File: src/rtl/si_adc_pkg.sv
package si_adc_pkg;
  localparam int RES_W = 32;
  typedef logic signed [RES_W-1:0] reading_t;

  typedef enum logic [3:0] {
    PH_IDLE, PH_INT, PH_DE1, PH_REST1, PH_AMP1,
    PH_DE2, PH_REST2, PH_AMP2, PH_DE3
  } phase_e;

  localparam reading_t W_COARSE = 100;
  localparam reading_t W_MID    = 10;
  localparam reading_t W_FINE   = 1;

  // signed contribution of one de-integrate count to the pass reading
  function automatic reading_t pass_term(input logic [1:0] idx, input reading_t cnt);
    case (idx)
      2'd0:    return cnt * W_COARSE;
      2'd1:    return -(cnt * W_MID);
      default: return cnt * W_FINE;
    endcase
  endfunction

  // input reading corrected by the shorted-input reading
  function automatic reading_t offset_fix(input reading_t raw, input reading_t zero);
    return raw - zero;
  endfunction
endpackage

File: src/rtl/si_cmp_sync.sv
module si_cmp_sync #(
  parameter int STAGES = 2
) (
  input  logic clk,
  input  logic rst,
  input  logic comp_in,
  output logic xing
);
  logic [STAGES-1:0] chain;
  logic              prev;

  for (genvar i = 0; i < STAGES; i++) begin : g_stage
    if (i == 0) begin : g_first
      always_ff @(posedge clk) begin
        if (rst) chain[0] <= 1'b0;
        else     chain[0] <= comp_in;
      end
    end else begin : g_next
      always_ff @(posedge clk) begin
        if (rst) chain[i] <= 1'b0;
        else     chain[i] <= chain[i-1];
      end
    end
  end

  always_ff @(posedge clk) begin
    if (rst) prev <= 1'b0;
    else     prev <= chain[STAGES-1];
  end

  assign xing = chain[STAGES-1] ^ prev;
endmodule

File: src/rtl/si_seq_ctrl.sv
module si_seq_ctrl
  import si_adc_pkg::*;
#(
  parameter int INT_SHORT = 1000,
  parameter int INT_LONG  = 10000,
  parameter int REST_LEN  = 100,
  parameter int AMP_LEN   = 100,
  parameter int TMO_MULT  = 2,
  parameter int CNT_W     = 16
) (
  input  logic             clk,
  input  logic             rst,
  input  logic             start,
  input  logic             range_lo,
  input  logic             xing,
  output phase_e           ph,
  output logic             pass,
  output logic             start_ok,
  output logic             de_end,
  output logic             tmo_hit,
  output logic [1:0]       de_idx,
  output logic [CNT_W-1:0] de_val
);
  logic [CNT_W-1:0] tcnt, int_len, tmo_len;
  logic             is_de;

  assign tmo_len  = int_len * CNT_W'(TMO_MULT);
  assign is_de    = (ph == PH_DE1) || (ph == PH_DE2) || (ph == PH_DE3);
  assign de_idx   = (ph == PH_DE1) ? 2'd0 : (ph == PH_DE2) ? 2'd1 : 2'd2;
  assign tmo_hit  = is_de && !xing && (tcnt == tmo_len - 1'b1);
  assign de_end   = is_de && (xing || tmo_hit);
  assign de_val   = xing ? tcnt : tmo_len;
  assign start_ok = (ph == PH_IDLE) && start;

  always_ff @(posedge clk) begin
    if (rst) begin
      ph      <= PH_IDLE;
      tcnt    <= '0;
      pass    <= 1'b0;
      int_len <= CNT_W'(INT_SHORT);
    end else begin
      case (ph)
        PH_IDLE: if (start_ok) begin
          ph      <= PH_INT;
          tcnt    <= '0;
          pass    <= 1'b0;
          int_len <= range_lo ? CNT_W'(INT_LONG) : CNT_W'(INT_SHORT);
        end
        PH_INT:
          if (tcnt == int_len - 1'b1) begin ph <= PH_DE1; tcnt <= '0; end
          else tcnt <= tcnt + 1'b1;
        PH_REST1, PH_REST2:
          if (tcnt == CNT_W'(REST_LEN - 1)) begin
            ph   <= (ph == PH_REST1) ? PH_AMP1 : PH_AMP2;
            tcnt <= '0;
          end else tcnt <= tcnt + 1'b1;
        PH_AMP1, PH_AMP2:
          if (tcnt == CNT_W'(AMP_LEN - 1)) begin
            ph   <= (ph == PH_AMP1) ? PH_DE2 : PH_DE3;
            tcnt <= '0;
          end else tcnt <= tcnt + 1'b1;
        PH_DE1, PH_DE2, PH_DE3:
          if (de_end) begin
            tcnt <= '0;
            if (ph == PH_DE1)      ph <= PH_REST1;
            else if (ph == PH_DE2) ph <= PH_REST2;
            else if (!pass) begin ph <= PH_INT; pass <= 1'b1; end
            else                   ph <= PH_IDLE;
          end else tcnt <= tcnt + 1'b1;
        default: ph <= PH_IDLE;
      endcase
    end
  end
endmodule

File: src/rtl/si_accum.sv
module si_accum
  import si_adc_pkg::*;
#(
  parameter int CNT_W = 16
) (
  input  logic             clk,
  input  logic             rst,
  input  logic             clear,
  input  logic             de_end,
  input  logic             tmo_hit,
  input  logic [1:0]       de_idx,
  input  logic [CNT_W-1:0] de_val,
  input  logic             pass,
  output reading_t         result,
  output logic             done,
  output logic             overrange
);
  reading_t acc, saved, nxt;

  assign nxt = acc + pass_term(de_idx, reading_t'(de_val));

  always_ff @(posedge clk) begin
    if (rst) begin
      acc       <= '0;
      saved     <= '0;
      result    <= '0;
      done      <= 1'b0;
      overrange <= 1'b0;
    end else begin
      done <= 1'b0;
      if (clear) begin
        acc       <= '0;
        overrange <= 1'b0;
      end else if (de_end) begin
        overrange <= overrange | tmo_hit;
        if (de_idx == 2'd2) begin
          acc <= '0;
          if (!pass) saved <= nxt;
          else begin
            result <= offset_fix(saved, nxt);
            done   <= 1'b1;
          end
        end else acc <= nxt;
      end
    end
  end
endmodule

File: src/rtl/si_adc_seq.sv
module si_adc_seq
  import si_adc_pkg::*;
#(
  parameter int INT_SHORT = 1000,
  parameter int INT_LONG  = 10000,
  parameter int REST_LEN  = 100,
  parameter int AMP_LEN   = 100,
  parameter int TMO_MULT  = 2,
  parameter int SYNC_FF   = 2
) (
  input  logic                    clk,
  input  logic                    rst,
  input  logic                    start,
  input  logic                    range_lo,
  input  logic                    comp,
  output logic                    ph_int,
  output logic                    ph_deint,
  output logic                    ph_de_down,
  output logic                    ph_rest,
  output logic                    ph_x10,
  output logic                    ph_short,
  output logic                    done,
  output logic                    overrange,
  output logic signed [RES_W-1:0] result
);
  localparam int MAX_TMO = TMO_MULT * INT_LONG;
  localparam int MAX_PH  = (REST_LEN > AMP_LEN) ? REST_LEN : AMP_LEN;
  localparam int MAX_CNT = (MAX_TMO > MAX_PH) ? MAX_TMO : MAX_PH;
  localparam int CNT_W   = $clog2(MAX_CNT + 1) + 1;

  phase_e           ph;
  logic             pass, start_ok, de_end, tmo_hit, xing_w;
  logic [1:0]       de_idx;
  logic [CNT_W-1:0] de_val;

  si_cmp_sync #(.STAGES(SYNC_FF)) u_sync (
    .clk(clk), .rst(rst), .comp_in(comp), .xing(xing_w)
  );

  si_seq_ctrl #(
    .INT_SHORT(INT_SHORT), .INT_LONG(INT_LONG), .REST_LEN(REST_LEN),
    .AMP_LEN(AMP_LEN), .TMO_MULT(TMO_MULT), .CNT_W(CNT_W)
  ) u_ctrl (
    .clk(clk), .rst(rst), .start(start), .range_lo(range_lo), .xing(xing_w),
    .ph(ph), .pass(pass), .start_ok(start_ok), .de_end(de_end),
    .tmo_hit(tmo_hit), .de_idx(de_idx), .de_val(de_val)
  );

  si_accum #(.CNT_W(CNT_W)) u_acc (
    .clk(clk), .rst(rst), .clear(start_ok), .de_end(de_end), .tmo_hit(tmo_hit),
    .de_idx(de_idx), .de_val(de_val), .pass(pass),
    .result(result), .done(done), .overrange(overrange)
  );

  assign ph_int     = (ph == PH_INT);
  assign ph_deint   = (ph == PH_DE1) || (ph == PH_DE2) || (ph == PH_DE3);
  assign ph_de_down = (ph == PH_DE2);
  assign ph_rest    = (ph == PH_REST1) || (ph == PH_REST2);
  assign ph_x10     = (ph == PH_AMP1) || (ph == PH_AMP2);
  assign ph_short   = pass && (ph != PH_IDLE);
endmodule

File: config.mk
export PLATFORM = sky130hd
export DESIGN_NAME = si_adc_seq
export DESIGN_NICKNAME = d
export VERILOG_FILES = /design/src/rtl/si_adc_pkg.sv /design/src/rtl/si_cmp_sync.sv /design/src/rtl/si_seq_ctrl.sv /design/src/rtl/si_accum.sv /design/src/rtl/si_adc_seq.sv
export SDC_FILE = /design/constraint.sdc
export NUM_CORES = 1
export LEC_CHECK = 0
export BUFFER_PORTS_ARGS = -buffer_cell sky130_fd_sc_hd__buf_4
export CAP_MARGIN = 30
export CORE_MARGIN = 2
export CORE_UTILIZATION = 64
export CTS_CLUSTER_DIAMETER = 100
export DETAILED_ROUTE_END_ITERATION = 7
export PLACE_DENSITY = 0.82
export RECOVER_POWER = 50
export SETUP_SLACK_MARGIN = 0.02
export SLEW_MARGIN = 20
export SYNTH_ARGS = -nofsm -noshare
export SYNTH_HDL_FRONTEND = slang
export SYNTH_SLANG_ARGS = --single-unit
File: constraint.sdc
create_clock -name clk -period 12.1 [get_ports clk]
set_input_delay 2.42 -clock clk [delete_from_list [all_inputs] [get_ports clk]]
set_output_delay 2.42 -clock clk [all_outputs]
set_load 0.05 [all_outputs]
==> Flow_metrics.wiki <==
{| class="wikitable"
! Metric !! Value
|-
| Post_cts resized || 0
|-
| Post-route DRC violation count || 0
|-
| Routed vias || 10.5k
|-
| Worst Max-Slew Pin Slew || 3.67 ns
|-
| Final number of hold-violating endpoints || 0
|-
| Worst path required time || 12.41 ns
|-
| Router iterations before antenna repair || 5
|-
| Worst ir drop on vdd || ~120 µV
|-
| Reported max-cap violation count || 2
|-
| Sequential standard cell area || roughly 0.0025 mm²
|-
| Async SR Flop Fraction || 0%
|-
| Most used routing layer in global routing || met2
|-
| Worst path most repeated cell || a21o_1
|-
| Violated checks || capacitance limit, slew limit
|-
| Area added between synthesis and finish || 7.81%
|-
| Minimum clock period || around 9.1 ns
|-
| Multi-input logic area || 0.00808 mm²
|-
| Power per cell area || 141 mW/mm²
|-
| Post-Route Hold Slack || between 0.4 and 0.5 ns
|-
| Post-layout instance area || ~0.012 mm²
|-
| Pleak || ~5.4 nW
|-
| Starting utilization of the core area || between 60% and 70%
|-
| GR Util All Layers || 30.5%
|-
| Global-route track usage on met1 || 40.0%
|-
| Worst endpoint data arrival time || between 9 and 10 ns
|-
| Max Slew Vio Count || around 120
|-
| Clock Latency Late Sink || 0.43 ns
|-
| Average wire per standard cell || 16.2 µm
|-
| Critical Path Slowest Stage Cell || or3b_2
|-
| Count of flip-flops with a built-in enable after synthesis || 0
|-
| Flip-flop and latch count after synthesis || 124
|-
| Initial antenna violation count || 0
|-
| Buffers inserted by post-CTS timing repair || 0
|-
| Post-Synthesis Cells || 1,498
|-
| DP Area || 0.0117 mm²
|-
| Part of the Yosys area used for sequential elements || 22.1%
|-
| Die width || approximately 140 µm
|-
| Detailed placer's ending HPWL || 20,700 µm
|-
| CP startpoint kind || flip-flop
|-
| Warning count from the yosys run || 0
|-
| Htree depth || 4
|-
| Worst min-delay path class || flip-flop to flip-flop
|-
| Remaining max-slew budget at the tightest pin || -145%
|-
| Highest attainable clock frequency || 0.110 GHz
|-
| Avg Inst Size Synth || 7.49 µm²
|-
| Standard-cell row count || 48
|-
| Weighted congestion at the end of routability-driven global placement || 0.931
|-
| Final worst path period share || between 70% and 80%
|-
| Vias in the first global route || 9,680
|-
| Peak per-stage delay on the critical path || 0.53 ns
|-
| Total Die Area || 0.0186 mm²
|-
| Clock tree from TritonCTS || done
|-
| Clock slew seen by the registers of the worst setup and hold paths || approximately 0.060 ns
|-
| Endpoint kind of the worst setup timing path || flip-flop
|-
| Grt ovf || 0
|-
| Maximum number of pins on one net before global-route repair || 82
|-
| Floorplan die height || about 140 µm
|-
| Setup violations, final || 0
|-
| Startpoint-to-endpoint class of the critical path || flip-flop to flip-flop
|-
| Net count after synthesis || between 1.5k and 2k
|-
| Unrepaired setup endpoints after global routing || no
|-
| Ratio of routed vias to standard cells || just over 6
|-
| Setup TNS || 0 ns
|-
| Root buffer selected by CTS || clkbuf_16
|-
| Diode insertion count for antenna repair || 0
|-
| Wire length of the first global-routing pass || 46,000 µm
|-
| Routed wire length || ~28,000 µm
|-
| Largest clock skew in the final design || 0.0146 ns
|-
| Port bufs || between 40 and 50
|-
| First-iteration detailed-routing DRC count || 713
|-
| Run status || finished, violations left
|-
| Main synth FF type || dfxtp_1
|-
| Core region area || 0.0172 mm²
|-
| CP max FO || 29
|-
| Number of distinct library cells after synthesis || 76
|-
| Global Route met2 Usage || 50.9%
|-
| Layout fillers || approximately 1.4k
|-
| Ratio of cells with drive above 1 in the final layout || 5.02%
|-
| I/O pin count || 45
|-
| TritonCTS Buffers || 17
|-
| Nets || 1,638
|-
| Count of antenna-violating nets left after detailed routing || 0
|-
| Netlist area before placement || 0.0112 mm²
|-
| Clk sink count || 124
|-
| CTS Hold Bufs || 0
|-
| Met3 track utilization from global routing || between 4 and 5%
|-
| Max clock buf depth || 2
|}
-- worst max-delay path, delay by kind of cell, from the launching register on --
kind / cells / cell delay [ns]
AO/OA/AOI/OAI: 17 / 3.78
AND/OR/NAND/NOR: 9 / 2.57
adder cells (fa/ha/maj): 3 / 0.94
XOR/XNOR: 4 / 0.70
buffers and inverters: 3 / 0.54
flip-flops: 1 / 0.40
-- registers in the layout, indices dropped and copies added (netlist names) --
| register | flops |
|---|---|
| u_acc.acc | 32 |
| u_acc.done | 1 |
| u_acc.overrange | 1 |
| u_acc.result | 32 |
| u_acc.saved | 32 |
| u_ctrl.int_len | 2 |
| u_ctrl.pass | 1 |
| u_ctrl.ph | 4 |
| u_ctrl.tcnt | 16 |
| u_sync.chain | 2 |
| u_sync.prev | 1 |
-- per-layer routing --
| metal | vias to the layer above | routed length [µm] |
|---|---|---|
| li1 | 5256 | - |
| met1 | 4875 | 12700 |
| met2 | 367 | 13000 |
| met3 | 50 | 1680 |
| met4 | 0 | 743 |
| met5 | - | 0 |
-- kinds of logic (layout without fill, tap and decap cells) --
logic type	after synthesis	in the layout	synth area share, %
multiplexers	1	1	0.100
AND/OR/NAND/NOR	515	515	21.2
flip-flops	124	124	22.1
AO/OA/AOI/OAI	400	400	23.3
XOR/XNOR	138	138	11.0
adder cells (fa/ha/maj)	138	138	16.1
buffers and inverters	182	197	6.10
-- synth_stat cells (13+ instances only) --
cell,instances,area share [%]
o21a_1,15,1.0
dfxtp_1,124,22
clkbuf_1,72,2.4
a22oi_1,27,1.8
a211oi_1,17,1.1
o21bai_1,15,1.0
and3_1,25,1.4
nor3_1,33,1.5
nor2_1,164,5.5
ha_1,119,13
nand4_1,14,0.78
fa_1,13,2.3
xnor2_1,79,6.2
nand2b_1,13,0.73
nor2b_1,13,0.73
xor2_1,57,4.5
o21ai_0,36,1.6
inv_1,107,3.6
a21o_1,41,2.7
a21oi_1,147,6.6
nand2_1,168,5.6
nand3_1,26,1.2
-- layout make-up --
class	instances	share of cell area, %
Clock inverter	12	0.828
Timing Repair Buffer	58	2.57
Sequential cell	124	20.5
Multi-Input combinational cell	1192	66.8
Inverter	108	3.35
Tap cell	225	2.33
Clock buffer	19	3.58
-- placed cells by master (no fill, tap or decap), types with 7 or more instances in the layout --
master / n
nand3_1: 26
o21a_1: 15
nand2_1: 168
a31oi_1: 12
ha_1: 119
clkbuf_16: 17
dfxtp_1: 124
buf_4: 15
xor2_1: 56
or2_2: 7
nor2b_1: 13
o21bai_1: 15
o21ai_1: 11
nor2_1: 164
o221ai_1: 9
o21ai_0: 36
nand4_1: 14
a22oi_1: 27
a21o_1: 41
or3_1: 9
and2_1: 10
o31ai_1: 8
a21oi_1: 147
nand2b_1: 13
fa_1: 13
a211oi_1: 17
inv_1: 107
clkbuf_1: 42
nor3_1: 32
and3_1: 25
xnor2_1: 79
-- final timing paths --
check                                       from          endpoint  slack, ns  depth (start not counted)
worst max-delay path             u_sync.chain[1]  u_acc.result[29]       3.03                         36
worst min-delay path            u_acc.result[15]  u_acc.result[15]       0.45                          2
worst max register to register   u_sync.chain[1]  u_acc.result[29]       3.03                         36
worst min register to register  u_acc.result[15]  u_acc.result[15]       0.45                          2
-- stage by stage --
stage	util [%]	power, mW	setup slack, ns	cells
after global placement	67.6	1.19	3.51	1703
after CTS	70.7	1.69	3.21	1734
after global routing	70.2	1.81	2.24	1738
after floorplan	-	1.06	4.06	1498
final	70.2	1.70	3.03	1738
after detailed placement	67.6	1.22	3.27	1703
-- power by group --
group | leakage, nW | switching (mW) | total, mW | internal (mW)
Clock | 0.259 | 0.195 | 0.474 | 0.279
Combinational | 4.14 | 0.486 | 0.794 | 0.308
Sequential | 1.00 | 0.0178 | 0.435 | 0.417
No activity file was read; power rests on OpenSTA's default activity.
